$ cat src/rtl/xlat_pkg.sv
// Shared constants and types for the windowed address translator.
// Assumes a 32-bit bus with eight 16 MB windows by default.
package xlat_pkg;
    localparam int unsigned XLAT_ADDR_W    = 32;
    localparam int unsigned XLAT_SPAN_W    = 24;
    localparam int unsigned XLAT_NUM_WIN   = 8;
    localparam logic [31:0] XLAT_IDENT_BASE = 32'h1000_0000;

    // Destination decoded from the select bit; the value is the bit itself.
    typedef enum logic {
        DEST_PCI = 1'b0,
        DEST_SYS = 1'b1
    } dest_e;
endpackage

$ cat src/rtl/xlat_window_regs.sv
// Bank of window offset registers with one write port and one read port.
// Assumes writes and reads share a clock; a read returns the value held
// before any write on the same edge.
module xlat_window_regs #(
    parameter int unsigned ADDR_W   = 32,
    parameter int unsigned SPAN_W   = 24,
    parameter int unsigned NUM_WIN  = 8,
    parameter logic [ADDR_W-1:0] BASE = '0,
    localparam int unsigned IDX_W   = $clog2(NUM_WIN)
) (
    input  logic              clk,
    input  logic              rst_n,
    input  logic              wr_en,
    input  logic [IDX_W-1:0]  wr_idx,
    input  logic [ADDR_W-1:0] wr_val,
    input  logic [IDX_W-1:0]  rd_idx,
    output logic [ADDR_W-1:0] rd_val
);
    logic [ADDR_W-1:0] win_q [NUM_WIN];

    for (genvar w = 0; w < NUM_WIN; w++) begin : g_win
        localparam logic [ADDR_W-1:0] RST_VAL =
            BASE + (ADDR_W'(w) << SPAN_W);
        // Hold one window offset; identity map on reset.
        always_ff @(posedge clk) begin
            if (!rst_n)
                win_q[w] <= RST_VAL;
            else if (wr_en && (wr_idx == IDX_W'(w)))
                win_q[w] <= wr_val;
        end
    end

    // Select the offset for the current access.
    always_comb begin
        rd_val = win_q[rd_idx];
    end
endmodule

$ cat src/rtl/xlat_decode.sv
// Combinational decode of an outbound address: destination, window index,
// and both candidate output addresses. The top nibble is ignored.
module xlat_decode #(
    parameter int unsigned ADDR_W = 32,
    parameter int unsigned SPAN_W = 24,
    parameter int unsigned IDX_W  = 3,
    localparam int unsigned SEL_POS = SPAN_W + IDX_W
) (
    input  logic [ADDR_W-1:0]  addr,
    input  logic [ADDR_W-1:0]  win_off,
    output xlat_pkg::dest_e    dest,
    output logic [IDX_W-1:0]   win_idx,
    output logic [ADDR_W-1:0]  pci_nxt,
    output logic [ADDR_W-1:0]  sys_nxt
);
    // Split the address into select bit, window index and in-window offset.
    always_comb begin
        dest    = xlat_pkg::dest_e'(addr[SEL_POS]);
        win_idx = addr[SEL_POS-1:SPAN_W];
        pci_nxt = win_off + ADDR_W'(addr[SPAN_W-1:0]);
        sys_nxt = ADDR_W'(addr[SEL_POS:0]);
    end
endmodule

$ cat src/rtl/xlat_out_stage.sv
// Output registers for both outbound ports and the inbound forward path.
// Assumes at most one access per cycle in each direction.
module xlat_out_stage #(
    parameter int unsigned ADDR_W = 32
) (
    input  logic              clk,
    input  logic              rst_n,
    input  logic              req_valid,
    input  xlat_pkg::dest_e   req_dest,
    input  logic [ADDR_W-1:0] req_pci,
    input  logic [ADDR_W-1:0] req_sys,
    input  logic              ib_valid,
    input  logic [ADDR_W-1:0] ib_addr,
    output logic              pci_valid,
    output logic [ADDR_W-1:0] pci_addr,
    output logic              sys_valid,
    output logic [ADDR_W-1:0] sys_addr,
    output logic              ib_fwd_valid,
    output logic [ADDR_W-1:0] ib_fwd_addr
);
    // Register the valid flags by destination.
    always_ff @(posedge clk) begin
        if (!rst_n) begin
            pci_valid    <= 1'b0;
            sys_valid    <= 1'b0;
            ib_fwd_valid <= 1'b0;
        end else begin
            pci_valid    <= req_valid && (req_dest == xlat_pkg::DEST_PCI);
            sys_valid    <= req_valid && (req_dest == xlat_pkg::DEST_SYS);
            ib_fwd_valid <= ib_valid;
        end
    end

    // Capture addresses only when an access lands on that port.
    always_ff @(posedge clk) begin
        if (!rst_n) begin
            pci_addr    <= '0;
            sys_addr    <= '0;
            ib_fwd_addr <= '0;
        end else begin
            if (req_valid && (req_dest == xlat_pkg::DEST_PCI)) pci_addr <= req_pci;
            if (req_valid && (req_dest == xlat_pkg::DEST_SYS)) sys_addr <= req_sys;
            if (ib_valid) ib_fwd_addr <= ib_addr;
        end
    end
endmodule

$ cat src/rtl/bus_window_xlat.sv
// Outbound address translator with eight programmable additive windows,
// plus an untranslated inbound forward path. One cycle of latency.
module bus_window_xlat #(
    parameter int unsigned ADDR_W  = xlat_pkg::XLAT_ADDR_W,
    parameter int unsigned SPAN_W  = xlat_pkg::XLAT_SPAN_W,
    parameter int unsigned NUM_WIN = xlat_pkg::XLAT_NUM_WIN,
    parameter logic [ADDR_W-1:0] BASE = xlat_pkg::XLAT_IDENT_BASE,
    localparam int unsigned IDX_W   = $clog2(NUM_WIN),
    localparam int unsigned SEL_POS = SPAN_W + IDX_W
) (
    input  logic              clk,
    input  logic              rst_n,
    input  logic              cfg_we,
    input  logic [IDX_W-1:0]  cfg_idx,
    input  logic [ADDR_W-1:0] cfg_data,
    input  logic              in_valid,
    input  logic [ADDR_W-1:0] in_addr,
    output logic              pci_valid,
    output logic [ADDR_W-1:0] pci_addr,
    output logic              sys_valid,
    output logic [ADDR_W-1:0] sys_addr,
    input  logic              ib_valid,
    input  logic [ADDR_W-1:0] ib_addr,
    output logic              ib_fwd_valid,
    output logic [ADDR_W-1:0] ib_fwd_addr
);
    xlat_pkg::dest_e   dest;
    logic [IDX_W-1:0]  win_idx;
    logic [ADDR_W-1:0] win_off;
    logic [ADDR_W-1:0] pci_nxt;
    logic [ADDR_W-1:0] sys_nxt;

    xlat_window_regs #(
        .ADDR_W(ADDR_W), .SPAN_W(SPAN_W), .NUM_WIN(NUM_WIN), .BASE(BASE)
    ) u_regs (
        .clk(clk), .rst_n(rst_n),
        .wr_en(cfg_we), .wr_idx(cfg_idx), .wr_val(cfg_data),
        .rd_idx(win_idx), .rd_val(win_off)
    );

    xlat_decode #(
        .ADDR_W(ADDR_W), .SPAN_W(SPAN_W), .IDX_W(IDX_W)
    ) u_dec (
        .addr(in_addr), .win_off(win_off), .dest(dest),
        .win_idx(win_idx), .pci_nxt(pci_nxt), .sys_nxt(sys_nxt)
    );

    xlat_out_stage #(.ADDR_W(ADDR_W)) u_out (
        .clk(clk), .rst_n(rst_n),
        .req_valid(in_valid), .req_dest(dest),
        .req_pci(pci_nxt), .req_sys(sys_nxt),
        .ib_valid(ib_valid), .ib_addr(ib_addr),
        .pci_valid(pci_valid), .pci_addr(pci_addr),
        .sys_valid(sys_valid), .sys_addr(sys_addr),
        .ib_fwd_valid(ib_fwd_valid), .ib_fwd_addr(ib_fwd_addr)
    );
endmodule

$ cat config.mk
export PLATFORM = sky130hd
export DESIGN_NAME = bus_window_xlat
export DESIGN_NICKNAME = d
export VERILOG_FILES = /design/src/rtl/xlat_pkg.sv /design/src/rtl/xlat_window_regs.sv /design/src/rtl/xlat_decode.sv /design/src/rtl/xlat_out_stage.sv /design/src/rtl/bus_window_xlat.sv
export SDC_FILE = /design/constraint.sdc
export NUM_CORES = 1
export LEC_CHECK = 0
export BUFFER_PORTS_ARGS = -buffer_cell sky130_fd_sc_hd__buf_2
export CORE_MARGIN = 1.5
export CORE_UTILIZATION = 59
export CTS_CLUSTER_DIAMETER = 100
export DETAILED_ROUTE_END_ITERATION = 8
export PLACE_DENSITY = 0.91
export REMOVE_ABC_BUFFERS = 1
export SETUP_SLACK_MARGIN = 0.02
export SLEW_MARGIN = 0
export SYNTH_ARGS = -nofsm -noshare
export SYNTH_HDL_FRONTEND = slang
export SYNTH_HIERARCHICAL = 1
export SYNTH_SLANG_ARGS = --single-unit
$ cat constraint.sdc
create_clock -name clk -period 4.95 [get_ports clk]
set_clock_uncertainty 0.05 [all_clocks]
set_input_delay 0.99 -clock clk [delete_from_list [all_inputs] [get_ports clk]]
set_output_delay 0.99 -clock clk [all_outputs]
set_load 0.02 [all_outputs]
==> key figures, run 1 <==
Layout
  – Filler instances: 1936
  – Register area: 9670 um^2
  – Final net count: 1639
  – Area occupied by multi-input gates: 6590 um^2
  – Area growth syn-to-layout: 12.5%
  – Share of cells above drive strength 1: 24.1%

Timing
  – Slew Limit Fails: 0
  – Hold Fails Final Rpt: 0
  – Unrepaired setup endpoints after global routing: no
  – Slew HR: 19.0%
  – Slew @ Worst Pin: 1.21 ns
  – Tmin final: 4.23 ns
  – Final hold slack: 0.394 ns
  – Final period util: 85.4%
  – Fmax: 236 MHz
  – Final-report setup violation count: 0

Critical path
  – Startpoint class of the critical path: input pin
  – Worst path depth: 13
  – Worst r2r src: u_regs/win_q[1][0]
  – R2r setup slk: 1.29 ns
  – CP Buf/Inv Count: 3
  – Worst endpoint required time: 5.37 ns
  – CP Data Arrival Time: 4.64 ns
  – CP Capture Type: register
  – Max stage delay on crit path: 0.54 ns
  – Reg2reg path depth: 12
  – Crit path launch: in_addr[24]
  – Critical path class: input pin to register
  – Critical-path maximum fanout: 14
  – Most frequent CP cell: buf_4
  – Cell family with most CP delay: compound AO/OA/AOI/OAI gates
  – Cell chain of the critical path: buf_4 -> buf_4 -> buf_4 -> mux4_1 -> mux2_2 -> ha_1 -> o21a_1 -> o21ai_1 -> a2111oi_4 -> o311ai_1 -> xnor2_1 -> nand2_1 -> mux2i_1
  – Worst path slowest cell: mux4_1

Power and ir drop
  – Power Density: 379 nW/um^2
  – Leakage power: 7.21 nW
  – Sequential power share: 47.1%
  – Logic pwr share: 16.2%
  – Peak supply drop: 0.335 mV
  – Clock Power Share: 36.7%
  – Total power: 7.35 mW
  – Sw Pwr: 2.00 mW
  – Pint: 5.35 mW
  – Sw frac: 27.2%

Outcome
  – Status: complete, no violations

Placement
  – Detailed placement HPWL: 28400 um
  – GP Congestion: 0.877
  – I/O Buffers: 198

Routing
  – DRC errors left: 0
  – DR vias: 12.3k
  – WL final: 45300 um
  – Routed length per instance: 23.6 um
  – Starting DRT DRC Count: 1432
  – DRT Pass-1 Iters: 7
  – Antenna viol nets, final: 0
  – Vias per cell: 6.39

Synth
  – Flops & latches, synth: 355
  – Share of flip-flops with an asynchronous set or reset: 0%
  – Mean post-synth cell area: 12.4 um^2
  – Post-synth EDFFs: 256
  – Post-Synthesis Cells: 1393
  – Dominant synthesized flop cell: edfxtp_1
  – Synth cell types: 66
  – Post-Synthesis Cell Area: 17200 um^2
  – Synth warn: 6
  – Sequential fraction of the synthesis area: 56.1%

Clock tree
  – CTS Sinks: 355
  – Post-CTS Setup Bufs: 0
  – CTS root buffer: clkbuf_16
  – # hold bufs at CTS: 0
  – Gates resized, CTS repair: 0
  – TritonCTS buffer count: 37
  – Worst-Skew Late Latency: 0.55 ns
  – Worst-path clk slew: 0.06 ns
  – CTS tree: built
  – H-tree depth: 2
  – Max Buffers Root-to-Sink: 3

Worst hold path
  – WHS Path Cells: 2
  – Worst hold-check path type: register to register
  – Hold path start: u_out/sys_addr[24]

Global route
  – First-pass GRT wire length: 68800 um
  – Tot GR Track Use: 29.8%
  – Total gr overflow: 0
  – Antenna violations before repair: 3
  – Number of global-route vias before repair: 12.0k
  – Largest net degree at the start of global routing: 99

Floorplanning
  – Chip height: 174 um
  – Cell Rows: 62
  – Initial core utilization: 60.0%
  – Core area: 28700 um^2
  – # IOs: 203
  – Die W: 174 um
  – Die area: 30200 um^2

Job
  – Max cap viols: 0
==> cell families (layout without fill, tap and decap cells) <==
family | after synthesis | count (layout) | share of synthesized area, %
AOI/OAI and AO/OA | 125 | 125 | 4.80
xor gates and xnor gates | 24 | 24 | 1.22
adders and majority gates | 25 | 25 | 1.86
buffers and inverters | 193 | 333 | 6.02
DFF | 355 | 355 | 56.1
muxes | 161 | 161 | 15.1
other | 1 | 6 | 0.0218
and+or+nand+nor | 509 | 509 | 14.8
==> routing by layer <==
layer  global-route usage [%]  share of wire, %  vias up
met5                        0             0.029        -
met4                     13.1               3.5        2
met3                     7.15                12      128
met2                     49.8                49      889
met1                     37.1                36     5825
li1                         -                 -     5437
==> sequential cells by signal, summed over array words and instances, names as in the netlist <==
register / count
u_out/pci_addr: 32
u_out/sys_addr: 32
u_out/sys_valid: 1
u_out/ib_fwd_addr: 32
u_regs/win_q: 256
u_out/pci_valid: 1
u_out/ib_fwd_valid: 1
==> synthesized netlist by cell type, drive strengths merged, types with 3 or more instances <==
library cell    n  area, um^2
edfxtp        256        7690
nor3          238        1190
nand2         120         450
dfxtp          99        1980
buf            87         638
clkbuf         70         264
mux2i          65         651
mux4           64        1590
o21ai          53         273
nand4          36         225
nor2b          36         233
mux2           32         360
a21oi          29         145
clkinv         28         105
ha             24         300
nor2           20        75.1
or3            20         125
xnor2          13         114
nand3          11        67.6
xor2           11        96.3
and3            9        61.3
a21o            8        60.1
a31oi           8        65.1
inv             8        30.0
nand2b          6        37.5
and2            5        31.3
o211ai          4        40.0
o311ai          4        35.0
or2             3        18.8
==> worst reg2reg max path, cell delays in order (launching register included) <==
cell,delay [ns]
edfxtp_1,0.37
mux4_1,0.54
mux2_2,0.32
ha_1,0.24
fa_1,0.42
a21o_1,0.24
a31oi_1,0.28
o21ai_1,0.19
o31a_1,0.36
o221ai_2,0.20
xnor2_1,0.15
nand2_1,0.07
mux2i_1,0.15
==> path summary, 6_finish.rpt <==
kind | end
min | u_out/sys_addr[24]
max | u_out/pci_addr[31]
min reg2reg | u_out/sys_addr[24]
max reg2reg | u_out/pci_addr[20]
==> power by group through the flow <==
stage / sequential, mW / clock [mW] / combinational (mW)
6_report: 3.46 / 2.70 / 1.19
5_1_grt: 3.47 / 2.85 / 1.28
4_1_cts: 3.46 / 2.73 / 1.17
3_5_place_dp: 3.52 / 0 / 1.16
3_3_place_gp: 3.49 / 0 / 1.13
2_1_floorplan: 3.57 / 0 / 0.661
==> final cells by class <==
cell class | count | share of cell area (%)
inverter | 36 | 0.697
clock inverter | 20 | 1.07
sequential | 355 | 49.9
antenna | 2 | 0.0258
tap | 384 | 2.48
timing repair buffer | 232 | 6.84
clock buffer | 45 | 4.98
multi-input combinational | 848 | 34.0
==> placed cells by master (no fill, tap or decap), drive strengths merged, types with 3 or more instances in the layout <==
| cell type | instances |
|---|---|
| edfxtp | 256 |
| nor3 | 238 |
| buf | 232 |
| nand2 | 120 |
| dfxtp | 99 |
| mux2i | 65 |
| mux4 | 64 |
| o21ai | 53 |
| clkbuf | 45 |
| clkinv | 41 |
| nand4 | 36 |
| nor2b | 36 |
| mux2 | 32 |
| a21oi | 29 |
| ha | 24 |
| nor2 | 20 |
| or3 | 20 |
| xnor2 | 13 |
| xor2 | 11 |
| nand3 | 11 |
| inv | 11 |
| and3 | 9 |
| a21o | 8 |
| a31oi | 8 |
| nand2b | 6 |
| and2 | 5 |
| o311ai | 4 |
| conb | 4 |
| o211ai | 4 |
| or2 | 3 |
==> metrics by stage <==
stage	setup slack [ns]	setup TNS, ns	instance area (um^2)	instances	util (%)
3_5_place_dp	0.337	0	18200	1855	63.4
6_report	0.721	0	19400	1922	67.5
2_1_floorplan	-0.0853	-10.92	16300	1239	-
4_1_cts	0.798	0	19400	1920	67.5
3_3_place_gp	0.418	0	18200	1855	63.4
5_1_grt	0.592	0	19400	1922	67.5
Note: power is estimated with default switching activity, not from simulation.
==> run 2, diff against run 1 <==
- REMOVE_ABC_BUFFERS: 1 -> default
- SKIP_LAST_GASP: default -> 1
==> run 2 against run 1 <==
  * Via count is 1.1% lower
  * Count of clock-buffer cells in the layout is 2 higher
  * Fmax is 0.84% higher
  * Non-clock buffer count is 1 higher
  * Power is 1.8% higher
  * Hold slack better by 0.0021 ns
  * First-iteration DRC count is 13% lower
  * Critical path depth stayed put
  * Critical endpoint is now u_out/pci_addr[20]
  * Largest cell class unchanged
  * Highest routed layer is now met4
==> key figures, run 2 (synthesized netlist as in run 1, its figures left out) <==
Clock tree
  – # hold bufs at CTS: 0 (unchanged)
  – CTS root buffer: clkbuf_16 (unchanged)
  – Worst-Skew Late Latency: 0.55 ns (about the same)
  – TritonCTS buffer count: 37 (unchanged)
  – Max Buffers Root-to-Sink: 3 (unchanged)
  – Post-CTS Setup Bufs: 0 (unchanged)
  – Gates resized, CTS repair: 0 (unchanged)
  – H-tree depth: 2 (unchanged)
  – Worst-path clk slew: 0.06 ns (about the same)
  – CTS Sinks: 355 (unchanged)
  – CTS tree: built (unchanged)

Critical path
  – Startpoint class of the critical path: input pin (unchanged)
  – R2r setup slk: 1.17 ns (was 1.29 ns)
  – Reg2reg path depth: 12 (unchanged)
  – Max stage delay on crit path: 0.67 ns (was 0.54 ns)
  – Cell chain of the critical path: buf_4 -> mux4_1 -> mux2_2 -> ha_1 -> fa_1 -> a21o_1 -> a31oi_1 -> o21ai_1 -> o31a_1 -> o221ai_2 -> xnor2_1 -> nand2_1 -> mux2i_1 (was buf_4 -> buf_4 -> buf_4 -> mux4_1 -> mux2_2 -> ha_1 -> o21a_1 -> o21ai_1 -> a2111oi_4 -> o311ai_1 -> xnor2_1 -> nand2_1 -> mux2i_1)
  – CP Capture Type: register (unchanged)
  – Reg2reg end: u_out/pci_addr[20] (unchanged)
  – Critical-path maximum fanout: 15 (was 14)
  – Worst endpoint required time: 5.35 ns (was 5.37 ns)
  – Worst path slowest cell: mux4_1 (unchanged)
  – Worst r2r src: u_regs/win_q[1][0] (unchanged)
  – Critical path class: input pin to register (unchanged)
  – CP Data Arrival Time: 4.59 ns (was 4.64 ns)

Job
  – Max cap viols: 0 (unchanged)

Timing
  – Slew Limit Fails: 0 (unchanged)
  – Unrepaired setup endpoints after global routing: no (unchanged)
  – Tmin final: 4.19 ns (was 4.23 ns)
  – Final-report setup violation count: 0 (unchanged)
  – Final TNS setup: 0 ns (unchanged)
  – Final period util: 84.7% (was 85.4%)
  – Slew HR: 21.7% (was 19.0%)
  – Hold Fails Final Rpt: 0 (unchanged)
  – Slew @ Worst Pin: 1.17 ns (was 1.21 ns)
  – Final WS setup: 0.756 ns (was 0.721 ns)
  – Fmax: 238 MHz (was 236 MHz)

Routing
  – WL final: 43500 um (was 45300 um)
  – Wire length on met1: 16200 um (about the same)
  – Top sig layer: met4 (was met5)
  – Vias per cell: 6.32 (was 6.39)
  – Antenna viol nets, final: 0 (unchanged)
  – DR vias: 12.2k (was 12.3k)
  – DR WL met2: 21400 um (was 22100 um)
  – Met3 Wirelength: 4170 um (was 5390 um)
  – Starting DRT DRC Count: 1247 (was 1432)
  – DRC errors left: 0 (unchanged)
  – DRT Pass-1 Iters: 5 (was 7)
  – Routed length per instance: 22.6 um (was 23.6 um)

Worst hold path
  – WHS Path Cells: 2 (unchanged)
  – Worst hold-check path type: register to register (unchanged)
  – Hold path start: u_out/sys_addr[16] (was u_out/sys_addr[24])
  – Hold path endpoint: u_out/sys_addr[16] (was u_out/sys_addr[24])

Floorplanning
  – Chip height: 174 um (unchanged)
  – # IOs: 203 (unchanged)
  – Cell Rows: 62 (unchanged)
  – Core area: 28700 um^2 (unchanged)
  – Initial core utilization: 60.0% (unchanged)
  – Die W: 174 um (unchanged)
  – Die area: 30200 um^2 (unchanged)

Placement
  – DP Worst Slack: 0.255 ns (was 0.337 ns)
  – I/O Buffers: 198 (unchanged)
  – GP Congestion: 0.912 (was 0.877)
  – Detailed placement HPWL: 27200 um (was 28400 um)

Global route
  – First-pass GRT wire length: 66200 um (was 68800 um)
  – Total gr overflow: 0 (unchanged)
  – Antenna violations before repair: 0 (was 3)
  – Largest net degree at the start of global routing: 135 (was 99)
  – Number of global-route vias before repair: 12.0k (about the same)
  – Tot GR Track Use: 28.5% (was 29.8%)

Layout
  – Most common cell after layout, fill and taps aside: edfxtp_1 (unchanged)
  – Max reg flops: 256 (unchanged)
  – Share of cells above drive strength 1: 24.4% (was 24.1%)
  – Most frequent cells in the layout: 256 x edfxtp_1, 238 x nor3_1, 196 x buf_2 (unchanged)
  – Final core utilization: 67.6% (was 67.5%)
  – Diodes inserted: 0 (was 2)
  – Area growth syn-to-layout: 12.7% (was 12.5%)
  – Filler instances: 1967 (was 1936)
  – Final net count: 1640 (was 1639)
  – Largest Register: u_regs/win_q (unchanged)

Power and ir drop
  – Leakage power: 7.23 nW (was 7.21 nW)
  – Power Density: 386 nW/um^2 (was 379 nW/um^2)
  – Peak supply drop: 0.360 mV (was 0.335 mV)

Outcome
  – Status: complete, no violations (unchanged)
run 2: critical path: cells and delay by family:
family / cells / cell delay (ns)
fa+ha+maj: 2 / 0.68
buf+inv: 1 / 0.28
xor+xnor: 1 / 0.15
compound gates: 5 / 1.19
mux: 3 / 1.20
simple gates: 1 / 0.08
run 2: layer usage:
| layer | vias up | global-route usage, % |
|---|---|---|
| met5 | - | 0 |
| met2 | 767 | 48.9 |
| li1 | 5434 | - |
| met4 | 0 | 13.1 |
| met3 | 129 | 4.45 |
| met1 | 5822 | 35.7 |
run 2: stage by stage:
| step | hold WS, ns | power, mW | area [um^2] | instances |
|---|---|---|---|---|
| final | 0.396 | 7.49 | 19400 | 1924 |
| after global routing | 0.408 | 7.73 | 19400 | 1924 |
| after CTS | 0.396 | 7.51 | 19400 | 1924 |
| after detailed placement | 0.389 | 4.67 | 18200 | 1856 |
| after global placement | 0.383 | 4.61 | 18200 | 1856 |
| after floorplan | 0.475 | 4.34 | 17200 | 1396 |
run 2: worst max path at each step:
stage / startpoint / to / cells past startpoint
finish: in_addr[24] / u_out/pci_addr[20] / 13
floorplan: cfg_idx[0] / u_regs/win_q[0][0] / 3
global placement: in_addr[24] / u_out/pci_addr[31] / 13
CTS: in_addr[24] / u_out/pci_addr[20] / 13
global route: in_addr[24] / u_out/pci_addr[16] / 13
detailed placement: in_addr[24] / u_out/pci_addr[20] / 13
run 2: power breakdown:
| part | total (mW) | internal [mW] | leakage, nW | switching, mW |
|---|---|---|---|---|
| sequential | 3.46 | 3.39 | 3.29 | 0.0744 |
| clock | 2.84 | 1.69 | 0.603 | 1.15 |
| combinational | 1.18 | 0.444 | 3.34 | 0.735 |
run 2: layout make-up:
cell class | count | area [um^2] | share of cell area (%)
repair buffers | 233 | 1300 | 6.68
inverters | 36 | 135 | 0.696
multi-input cells | 848 | 6580 | 33.9
clock buffers | 47 | 987 | 5.09
flip-flops and latches | 355 | 9670 | 49.8
well taps | 384 | 480 | 2.48
clock inverters | 21 | 260 | 1.34
